## src/rtl/memsel_pkg.sv

```systemverilog
`timescale 1ns/1ps
package memsel_pkg;

    // Address decode geometry
    localparam int UPPER_W   = 5;
    localparam int ROM_KEY_W = 3;
    localparam logic [ROM_KEY_W-1:0] ROM_KEY = 3'b000;

    localparam int RAM_BANKS = 2;
    localparam int BANK_W    = $clog2(RAM_BANKS);
    localparam int RAM_KEY_W = UPPER_W - BANK_W;
    localparam logic [RAM_KEY_W-1:0] RAM_KEY = 4'b0010;

    // Wait chain state; encoding is {first stage, second stage}
    typedef enum logic [1:0] {
        WS_IDLE = 2'b11,
        WS_HALF = 2'b01,
        WS_GO   = 2'b00
    } wstate_t;

endpackage

```

## src/rtl/memsel_decode.sv

```systemverilog
`timescale 1ns/1ps
module memsel_decode
    import memsel_pkg::*;
(
    input  logic [UPPER_W-1:0]  addr_hi,
    input  logic                rd_n,
    input  logic                wr_n,
    output logic                rom_hit,
    output logic [RAM_BANKS-1:0] ram_hit
);

    logic rd_act;
    logic acc_act;

    assign rd_act  = ~rd_n;
    assign acc_act = ~rd_n | ~wr_n;

    // ROM window: only reads qualify
    assign rom_hit = rd_act && (addr_hi[UPPER_W-1 -: ROM_KEY_W] == ROM_KEY);

    // One decoder per RAM bank, bank index in the low address bits
    for (genvar b = 0; b < RAM_BANKS; b++) begin : g_bank
        assign ram_hit[b] = acc_act
                         && (addr_hi[UPPER_W-1 -: RAM_KEY_W] == RAM_KEY)
                         && (addr_hi[BANK_W-1:0] == BANK_W'(b));
    end

endmodule

```

## src/rtl/memsel_wait_fsm.sv

```systemverilog
`timescale 1ns/1ps
module memsel_wait_fsm
    import memsel_pkg::*;
(
    input  logic clk,
    input  logic rst,
    input  logic rom_rd,
    output logic stage1,
    output logic stage2
);

    wstate_t st;
    wstate_t st_nx;

    // State register
    always_ff @(posedge clk) begin
        if (rst) begin
            st <= WS_IDLE;
        end else begin
            st <= st_nx;
        end
    end

    // Next state
    always_comb begin
        st_nx = WS_IDLE;
        if (rom_rd) begin
            unique case (st)
                WS_IDLE: st_nx = WS_HALF;
                WS_HALF: st_nx = WS_GO;
                WS_GO:   st_nx = WS_GO;
                default: st_nx = WS_IDLE;
            endcase
        end
    end

    // Outputs
    always_comb begin
        unique case (st)
            WS_IDLE: begin stage1 = 1'b1; stage2 = 1'b1; end
            WS_HALF: begin stage1 = 1'b0; stage2 = 1'b1; end
            WS_GO:   begin stage1 = 1'b0; stage2 = 1'b0; end
            default: begin stage1 = 1'b1; stage2 = 1'b1; end
        endcase
    end

    // reset re-arms the chain
    p_reset_rearm_r7: assert property (@(posedge clk)
        rst |=> (stage1 && stage2));

    // a cycle without a ROM read restarts the count
    p_break_restart_r9: assert property (@(posedge clk) disable iff (rst)
        !rom_rd |=> (stage1 && stage2));

    // a fresh ROM read sees the second stage still set
    p_first_wait_r5: assert property (@(posedge clk) disable iff (rst)
        (rom_rd && !$past(rom_rd)) |-> stage2);

    // the first stage clears one clock before the second
    p_stage_order_r6: assert property (@(posedge clk) disable iff (rst)
        (rom_rd && stage1) |=> (!stage1 && stage2) || !rom_rd);

endmodule

```

## src/rtl/memsel_waitgen.sv

```systemverilog
`timescale 1ns/1ps
module memsel_waitgen
    import memsel_pkg::*;
(
    input  logic               clk,
    input  logic               rst,
    input  logic [4:0]         addr_hi,
    input  logic               rd_n,
    input  logic               wr_n,
    output logic               rom_cs_n,
    output logic               ram0_cs_n,
    output logic               ram1_cs_n,
    output logic               ready,
    output logic               ready_oe
);

    logic                 rom_hit;
    logic [RAM_BANKS-1:0] ram_hit;
    logic                 stage1;
    logic                 stage2;

    memsel_decode u_decode (
        .addr_hi (addr_hi),
        .rd_n    (rd_n),
        .wr_n    (wr_n),
        .rom_hit (rom_hit),
        .ram_hit (ram_hit)
    );

    memsel_wait_fsm u_wait (
        .clk    (clk),
        .rst    (rst),
        .rom_rd (rom_hit),
        .stage1 (stage1),
        .stage2 (stage2)
    );

    assign rom_cs_n  = ~rom_hit;
    assign ram0_cs_n = ~ram_hit[0];
    assign ram1_cs_n = ~ram_hit[1];
    assign ready_oe  = rom_hit;
    assign ready     = ~stage2;

    // chip selects never overlap
    p_single_select_r10: assert property (@(posedge clk) disable iff (rst)
        $countones({~rom_cs_n, ~ram0_cs_n, ~ram1_cs_n}) <= 1);

    // a driven high ready needs two prior driven cycles
    p_ready_history_r6: assert property (@(posedge clk) disable iff (rst)
        (ready_oe && ready) |-> ($past(ready_oe) && $past(ready_oe, 2)));

    // ready only rises once the first stage has cleared
    p_ready_after_stage1_r6: assert property (@(posedge clk) disable iff (rst)
        ready |-> !stage1);

endmodule

```

## config.mk

```make
export PLATFORM = sky130hd
export DESIGN_NAME = memsel_waitgen
export DESIGN_NICKNAME = d
export VERILOG_FILES = /design/src/rtl/memsel_pkg.sv /design/src/rtl/memsel_decode.sv /design/src/rtl/memsel_wait_fsm.sv /design/src/rtl/memsel_waitgen.sv
export SDC_FILE = /design/constraint.sdc
export NUM_CORES = 1
export LEC_CHECK = 0
export BUFFER_PORTS_ARGS = -buffer_cell sky130_fd_sc_hd__buf_2
export CORE_AREA = 2 2 39 41
export DETAILED_ROUTE_END_ITERATION = 7
export DIE_AREA = 0 0 41 43
export SYNTH_ARGS = -nofsm -noshare
export SYNTH_HDL_FRONTEND = slang
export SYNTH_SLANG_ARGS = --single-unit
```

## constraint.sdc

```tcl
create_clock -name clk -period 1.3 [get_ports clk]
set_input_delay 0.26 -clock clk [delete_from_list [all_inputs] [get_ports clk]]
set_output_delay 0.26 -clock clk [all_outputs]
set_load 0.005 [all_outputs]
```

* Word-level counts from Yosys, hierarchy flattened *
Cells that the tools add are included.

storage, ports and cells
  output and inout port bits = 5
  input bits = 9
  bits in registers = 2
  logic and storage cells = 20

cells by class
  reduce and logical (&&, ||, !) cells = 8
  muxes and demuxes = 1
  equal/unequal tests = 3
  bitwise operators = 7

operators by type and width
  kind                  count
  $not A1 Y1            6
  $eq A4 B2 Y1 const B  1
  $logic_and A1 B1 Y1   4
  $pmux W2 S2           1
  $reduce_or A2 Y1      2
  $logic_not A3 Y1      1
  $eq A2 B1 Y1 const B  1
  $eq A2 B2 Y1 const B  1
  $logic_not A2 Y1      1
  $or A1 B1 Y1          1

* Logic depth before layout (Yosys ltp) *
Gate-level depths: netlist of the first run.

  word-level depth = 5
  depth in mapped cells = 3
  depth with buffers taken out = 3

* Hierarchy *
Synthesis of the first run repeated with hierarchy kept, for this count alone.

second synthesis, totals
  cell total of the unflattened synthesis = 16
  area total of the unflattened synthesis = 126.4 sq um

modules (own cells, without submodules)
  module           area each (sq um)  instances  sequential area each (sq um)  cells an instance
  memsel_wait_fsm  72.6               1          40.0                          7
  memsel_decode    38.8               1          0.0                           5
  memsel_waitgen   15.0               1          0.0                           4

* Worst setup path before layout of the first run *
No wires, ideal clock.

  path kind = input to register
  start point = input port rd_n
  end point = register u_wait.st[0]
  required time = 1173 ps
  data arrival time = 978 ps
  setup time = 127 ps
  slack = 195 ps
  buffers on the path = 0
  cell stages on the path = 3
  cells stage by stage = nor4_2 > inv_2 > or3_1

on the way
  longest elaborated chain between the ends = 4

ends and longest elaborated chain
  item                               RTL line               RTL
  start, declared                    memsel_waitgen.sv:8    input logic rd_n,
  $not A1 Y1                         memsel_decode.sv:15    assign rd_act = ~rd_n;
  $logic_and A1 B1 Y1                memsel_decode.sv:19    assign rom_hit = rd_act && (addr_hi[UPPER_W-1 -: ROM_KEY_W] == ROM_KEY);
  $not A1 Y1 (no source line)        --
  net rom_cs_n                       memsel_waitgen.sv:10   output logic rom_cs_n,
  $reduce_or A2 Y1 (no source line)  --
  end signal, assigned               memsel_wait_fsm.sv:20  st <= st_nx;
  end, declared                      memsel_wait_fsm.sv:12  wstate_t st;

The timed path passes the listed nets, and every way through them passes these cells.
A chain may end at the register's enable or synchronous reset.

* Final worst setup path of the first run *
  start point = input port rd_n
  end point = output port rom_cs_n

on the way
  longest elaborated chain between the ends = 3

ends and longest elaborated chain
  item                         RTL line
  $not A1 Y1                   memsel_decode.sv:15
  $logic_and A1 B1 Y1          memsel_decode.sv:19
  $not A1 Y1 (no source line)  --
  end, declared                memsel_waitgen.sv:10

Every way passes these cells.

==> results of run 1 <==
final cells by class:
type	instances	area (µm²)
Inverter	2	7.51
Clock buffer	3	22.5
Timing Repair Buffer	13	65.1
Tap cell	16	20.0
Multi-Input combinational cell	8	56.3
Sequential cell	2	40.0
Fill cell	155	1170
routing by layer:
metal	share of wire (%)	routed length (µm)	vias up
met5	0	0	-
met4	0	0	0
met3	19	56	0
met2	40	121	16
met1	41	122	59
li1	-	-	79
synthesized netlist by cell type, drive strengths merged:
cell type	number	area (µm²)
dfxtp	2	40.0
a21oi	1	5.00
nand4	1	6.26
nor2	2	7.51
inv	2	7.50
nand4b	1	8.76
nor4	1	12.5
or3	1	6.26
a211o	1	10.0
cells by family after synthesis:
family | after synthesis | share of synthesized area, %
compound gates | 2 | 14.5
buf+inv | 2 | 7.22
flops | 2 | 38.6
simple gates | 6 | 39.8
cells in the final DEF, fill, tap and decap left out:
master    synthesis  layout
nand4_1           1       1
nand4b_1          1       1
or3_1             1       1
inv_2             1       1
a211o_2           1       1
a21oi_1           1       1
inv_1             1       1
nor2_1            2       2
clkbuf_4          0       3
dfxtp_1           2       2
buf_2             0      13
nor4_2            1       1
critical path: stages:
cell and delay [ns]:
buf_2 0.11, nor4_2 0.31, inv_2 0.07, buf_2 0.13
report_power, final:
group / switching, mW / internal [mW] / total, mW
registers: 0.000348 / 0.0624 / 0.0628
logic: 0.0107 / 0.0132 / 0.0239
clock network: 0.0347 / 0.102 / 0.137
final timing paths:
| kind | depth (start not counted) | slack (ns) | start | endpoint |
|---|---|---|---|---|
| setup reg to reg | 2 | 0.51 | u_wait.st[0] | u_wait.st[1] |
| setup / recovery | 4 | 0.16 | rd_n | rom_cs_n |
| hold / removal | 2 | 0.23 | rst | u_wait.st[1] |
| hold reg to reg | 1 | 0.47 | u_wait.st[1] | u_wait.st[0] |
==> flow_summary.json, run 1 <==
{
  "status": "complete, no violations",
  "fin_nets": 39,
  "top_register": "u_wait.st",
  "port_buffers": 13,
  "synth_seq_cells": 2,
  "finalSetupViolCount": 0,
  "worst_setup_path_end_kind": "output pin",
  "die_h_um": 43,
  "dpl-instance-area_um2": 189,
  "grtUsageTotal_pct": 4.00,
  "via_per_inst": 3.50,
  "drt_iter0_drc": 1,
  "cts_buffer_depth": 2,
  "post_cts_resized": 0,
  "maxSlewViolCount": 0,
  "core_um2": 1380,
  "cts-root-buf": "clkbuf_4",
  "place_ws_ns": 0.0984,
  "power_density_nw_per_um2": 1060,
  "rsz0062_at_grt": "false",
  "top_usage_layer": "met4",
  "grt_max_degree": 4,
  "antenna_cells": 0,
  "reg.largest.list": "u_wait.st (2)",
  "finalNonFillerCells": 44,
  "dr.pass1.iters": 4,
  "startpoint_type": "primary input",
  "synthCells": 12,
  "postSynthNetCount": 21,
  "overflow": 0,
  "cts.sinks": 2,
  "area_delta_synth_final_pct": 104,
  "place_congestion": 0.647,
  "hold_viol": 0,
  "holdBufCountCts": 0,
  "die_w_um": 41,
  "tightest_slew_ns": 0.266,
  "clk-insertion-delay-late_ns": 0.22,
  "die_area_um2": 1760,
  "cp_max_fo": 3,
  "finalWorstSetupSlack_ns": 0.160,
  "layout-drive-gt1-share_pct": 67.9,
  "wl_um": 301,
  "antenna_left": 0,
  "use_met2_pct": 5.94,
  "final_area_um2": 211,
  "use_met1_pct": 2.54,
  "tns_ns": 0,
  "cts_tree": "built",
  "drc": 0,
  "grt_util_met3_pct": 2.09,
  "routedWlPerCell_um": 6.84,
  "vias": 154,
  "cp.arrival_ns": 0.88,
  "ios": 14,
  "p_leak_nw": 0.0991,
  "whs_ns": 0.232,
  "maxCapViolations": 0,
  "fin_util_pct": 15.3,
  "fmax_mhz": 877,
  "finalCritPeriodShare_pct": 87.7,
  "min_path_type": "in2reg",
  "syn-cell-area_um2": 104,
  "yosysSeqAreaShare_pct": 38.6,
  "crit_type": "in2out",
  "fin_total_pwr_uw": 223,
  "first_global_vias": 136,
  "htreeDepth": 1,
  "rows": 14,
  "clk_pin_slew_ns": 0.03,
  "finalCriticalPeriod_ns": 1.14,
  "cts_setup_buffers": 0,
  "irDropWorstVdd_v": 0.000137,
  "cts_buffers": 3,
  "syn_area_per_cell_um2": 8.65,
  "largest_register_ffs": 2,
  "worst_clock_skew_ns": 0.00207,
  "cp.required_ns": 1.04,
  "synth_cell_type_count": 10,
  "antenna_found_initial": 0,
  "start_util_pct": 7.50,
  "grt_pass1_wl_um": 420,
  "yosysWarnings": 0,
  "slew_headroom_pct": 82.1,
  "dp_cells": 41
}
Power figures use the tool's default switching activity.
==> inputs of run 2 (changes only) <==
ABC_AREA = 1   (was default)
CAP_MARGIN = 20   (was default)
GPL_ROUTABILITY_DRIVEN = 1   (was default)
==> flow_summary.json, run 2 <==
{
  "largest_register_ffs": 2,
  "maxCapViolations": 0,
  "syn_area_per_cell_um2": 6.39,
  "port_buffers": 13,
  "finalCritPeriodShare_pct": 84.0,
  "antenna_left": 0,
  "yosysSeqAreaShare_pct": 33.0,
  "start_util_pct": 8.77,
  "irDropWorstVdd_v": 0.000138,
  "power.share.combinational_pct": 12.5,
  "rsz0062_at_grt": "false",
  "final_area_um2": 229,
  "synthCells": 19,
  "routedWlPerCell_um": 7.24,
  "layout-drive-gt1-share_pct": 57.1,
  "drc": 0,
  "antenna_found_initial": 0,
  "swShare_pct": 21.9,
  "cts_tree": "built",
  "tns_ns": 0,
  "cp.required_ns": 1.04,
  "status": "complete, no violations",
  "dp_hpwl_um": 288,
  "synth_seq_cells": 2,
  "power_switching_uw": 49.9,
  "via_per_inst": 3.18,
  "drt_iter0_drc": 4,
  "vias": 162,
  "synth.most_common_cell": "inv_1",
  "min_to": "u_wait.st[0]",
  "synth_cell_type_count": 8,
  "synth.largest_area_cell": "dfxtp_1",
  "crit_type": "in2out",
  "mostFrequentLayoutCell": "buf_2",
  "cts_buffer_depth": 2,
  "reg2reg_from": "u_wait.st[0]",
  "grtUsageTotal_pct": 5.51,
  "async_reset_ff_share_pct": 0,
  "die_h_um": 43,
  "die_w_um": 41,
  "p_leak_nw": 0.135,
  "wl_um": 369,
  "tightest_slew_ns": 0.225,
  "area_delta_synth_final_pct": 88.7,
  "fin_nets": 46,
  "power_density_nw_per_um2": 996,
  "top_register": "u_wait.st",
  "finalCriticalPeriod_ns": 1.09,
  "synthTopCellsByArea": "dfxtp_1 33%, nand4_1 21%, inv_1 15%, nor2_2 10%, nand2_1 6.2%",
  "cts_buffers": 3,
  "antenna_cells": 0,
  "worst_clock_skew_ns": 0.000821,
  "grt_max_degree": 6,
  "r2r_end": "u_wait.st[1]",
  "overflow": 0,
  "ys.flop_type": "dfxtp_1",
  "finalSetupViolCount": 0,
  "cts_setup_buffers": 0,
  "die_area_um2": 1760,
  "yosys-top-cells-count": "5 x inv_1, 4 x nand4_1",
  "maxSlewViolCount": 0,
  "hold_start": "rst",
  "cts-root-buf": "clkbuf_4",
  "min_path_type": "in2reg",
  "cp.arrival_ns": 0.83,
  "clk_pin_slew_ns": 0.03,
  "cts.sinks": 2,
  "worst_setup_path_end_kind": "output pin",
  "internal_power_uw": 178,
  "holdBufCountCts": 0,
  "startpoint_type": "primary input",
  "postSynthNetCount": 28,
  "reg.largest.list": "u_wait.st (2)",
  "synthDominantCellAreaShare_pct": 33.0,
  "core_um2": 1380,
  "clk-insertion-delay-late_ns": 0.22,
  "synth_edf_count": 0,
  "fin_total_pwr_uw": 228,
  "syn-cell-area_um2": 121,
  "place_congestion": 0.639,
  "slew_headroom_pct": 85.0,
  "hold_viol": 0,
  "post_cts_resized": 0,
  "p_seq_share_pct": 27.6,
  "rows": 14,
  "final_cell_mix": "13 x buf_2, 5 x inv_1, 4 x nand4_1, 3 x clkbuf_4",
  "htreeDepth": 1,
  "yosysWarnings": 0,
  "ios": 14,
  "dr.pass1.iters": 4,
  "rrSetupSlack_ns": 0.68,
  "cp_max_fo": 5,
  "dpl-instance-area_um2": 206,
  "whs_path_depth": 3,
  "grt_pass1_wl_um": 586,
  "first_global_vias": 169,
  "power_frac_clock_pct": 60.0,
  "fmax_mhz": 916,
  "fillers": 160,
  "reg2reg_depth": 3
}
## run 2: layer usage
metal	vias to the layer above	part of all wire (%)	wire length (µm)	GRT usage (%)
li1	91	-	-	-
met1	59	39	144	4.46
met2	12	44	164	8.13
met3	0	16	59	1.57
met4	0	0	0	8.00
met5	-	0	0	0
## run 2: power by group through the flow
stage	registers, mW	clock network (mW)	logic [mW]
final	0.0628	0.137	0.0284
after global routing	0.0629	0.144	0.0325
after CTS	0.0628	0.147	0.0288
after detailed placement	0.0636	0	0.0286
after global placement	0.0636	0	0.0280
after floorplan	0.0635	0	0.0110
## run 2: kinds of logic after synthesis
| logic type | Yosys count | synth area share [%] |
|---|---|---|
| simple gates | 11 | 48.5 |
| flops | 2 | 33.0 |
| buf+inv | 6 | 18.6 |
## run 2: how the worst max path moves through the flow
stage                     from         to  slack (ns)  cells after the start
finish              addr_hi[3]  ram0_cs_n        0.21                      4
global route        addr_hi[3]  ram0_cs_n        0.15                      4
CTS                 addr_hi[3]  ram0_cs_n        0.20                      4
detailed placement  addr_hi[3]  ram0_cs_n        0.21                      4
global placement    addr_hi[3]  ram1_cs_n        0.22                      4
floorplan           addr_hi[3]   ready_oe        0.48                      3
## run 2: area by class of cell
| cell class | instances | area [µm²] | area share [%] |
|---|---|---|---|
| repair buffers | 13 | 65.1 | 28.4 |
| multi-input cells | 11 | 58.8 | 25.7 |
| flip-flops and latches | 2 | 40.0 | 17.5 |
| clock buffers | 3 | 22.5 | 9.84 |
| inverters | 6 | 22.5 | 9.84 |
| well taps | 16 | 20.0 | 8.74 |
## run 2: stage by stage
step	setup WS, ns	utilization, %	hold WS [ns]	std cells
4_1_cts	0.200	16.5	0.259	51
3_5_place_dp	0.208	14.9	0.486	48
2_1_floorplan	0.475	-	0.381	19
3_3_place_gp	0.215	14.9	0.476	48
6_report	0.208	16.5	0.263	51
5_1_grt	0.151	16.5	0.272	51
## run 2: worst max-delay path: stages
cell	delay [ns]
buf_2	0.10
nor2_2	0.21
nand4_1	0.12
buf_2	0.14
==> inputs of run 3 (changes only) <==
clock period = 1.02 ns   (was 1.3 ns; I/O delays follow)
==> flow_summary.json, run 3 (synthesized netlist as in run 2, its figures left out) <==
{
  "status": "complete, no violations",
  "first_global_vias": 166,
  "worst_setup_path_end_kind": "output pin",
  "finalSetupViolCount": 0,
  "die_area_um2": 1760,
  "htreeDepth": 1,
  "antenna_cells": 0,
  "rows": 14,
  "die_w_um": 41,
  "clk-insertion-delay-late_ns": 0.22,
  "p_leak_nw": 0.140,
  "cp_max_fo": 3,
  "drt_iter0_drc": 3,
  "dpl-instance-area_um2": 214,
  "fillers": 164,
  "place_congestion": 0.666,
  "finalNonFillerCells": 52,
  "routedWlPerCell_um": 6.65,
  "fin_nets": 47,
  "antenna_left": 0,
  "worst_clock_skew_ns": 0.00144,
  "cp_top_family": "flip-flops",
  "maxCapViolations": 0,
  "fmax_mhz": 1070,
  "cts_setup_buffers": 0,
  "tightest_slew_ns": 0.185,
  "min_path_type": "in2reg",
  "dr.pass1.iters": 4,
  "holdBufCountCts": 0,
  "mostFrequentLayoutCell": "buf_2",
  "slew_headroom_pct": 87.7,
  "vias": 177,
  "antenna_found_initial": 0,
  "clk_pin_slew_ns": 0.03,
  "core_um2": 1380,
  "cp.arrival_ns": 0.73,
  "hold_viol": 0,
  "overflow": 0,
  "cpPeakStageDelay_ns": 0.31,
  "critPathSlowestCell": "dfxtp_1",
  "dp_cells": 49,
  "cts-root-buf": "clkbuf_4",
  "tns_ns": 0,
  "rsz0062_at_grt": "false",
  "layout-drive-gt1-share_pct": 58.3,
  "finalWorstSetupSlack_ns": 0.0847,
  "start_util_pct": 8.77,
  "reg.largest.list": "u_wait.st (2)",
  "post_cts_resized": 0,
  "power_density_nw_per_um2": 1230,
  "fin_util_pct": 17.1,
  "cts_buffers": 3,
  "crit_buf_inv": 1,
  "cts.sinks": 2,
  "ios": 14,
  "final_cell_mix": "13 x buf_2, 5 x inv_1, 4 x nand4_1, 3 x clkbuf_4",
  "path_cells": "nor2_1, buf_2",
  "finalCriticalPeriod_ns": 0.935,
  "top_register": "u_wait.st",
  "irDropWorstVdd_v": 0.000187,
  "area_delta_synth_final_pct": 94.8,
  "cts_tree": "built",
  "crit_type": "reg2out",
  "largest_register_ffs": 2,
  "grt_pass1_wl_um": 538,
  "final_area_um2": 236,
  "maxSlewViolCount": 0,
  "place_ws_ns": 0.0818,
  "cts_buffer_depth": 2,
  "cp.required_ns": 0.82,
  "startpoint_type": "register",
  "finalCritPeriodShare_pct": 91.7,
  "via_per_inst": 3.40,
  "grt_max_degree": 5,
  "port_buffers": 13,
  "wl_um": 346,
  "drc": 0,
  "die_h_um": 43,
  "grtUsageTotal_pct": 5.01
}
run 3: cell type report:
type | count | area (µm²) | share of cell area (%)
sequential | 2 | 40.0 | 16.9
clock buffer | 3 | 22.5 | 9.52
timing repair buffer | 14 | 72.6 | 30.7
multi-input combinational | 11 | 58.8 | 24.9
inverter | 6 | 22.5 | 9.52
tap | 16 | 20.0 | 8.47
run 3: through the flow:
stage,hold slack [ns],total power [mW]
2_1_floorplan,0.325,0.0949
3_3_place_gp,0.430,0.120
3_5_place_dp,0.428,0.120
4_1_cts,0.193,0.306
5_1_grt,0.228,0.308
6_report,0.205,0.291
run 3: tightest hold or removal path, cell delays in order:
cell and delay [ns]:
buf_2 0.07, inv_1 0.04, nand4_1 0.07
run 3: final timing paths:
| kind | slack [ns] | end | startpoint | cells past startpoint |
|---|---|---|---|---|
| worst max-delay path | 0.08 | ready | u_wait.st[1] | 2 |
| worst min-delay path | 0.21 | u_wait.st[0] | rst | 3 |
| worst max register to register | 0.41 | u_wait.st[1] | u_wait.st[0] | 3 |
| worst min register to register | 0.49 | u_wait.st[0] | u_wait.st[1] | 2 |
run 3: report_power, final:
part	switching, mW	leakage, nW	internal [mW]
registers	0.000462	0.0162	0.0796
clock network	0.0423	0.0138	0.130
logic	0.0187	0.110	0.0200
total	0.0615	0.140	0.229
run 3: per-layer routing:
metal / vias up / GRT usage (%) / share of wire, %
met4: 0 / 8.00 / 0
met1: 71 / 5.41 / 42
met3: 0 / 1.57 / 16
met5: - / 0 / 0
met2: 12 / 5.63 / 42
li1: 94 / - / -
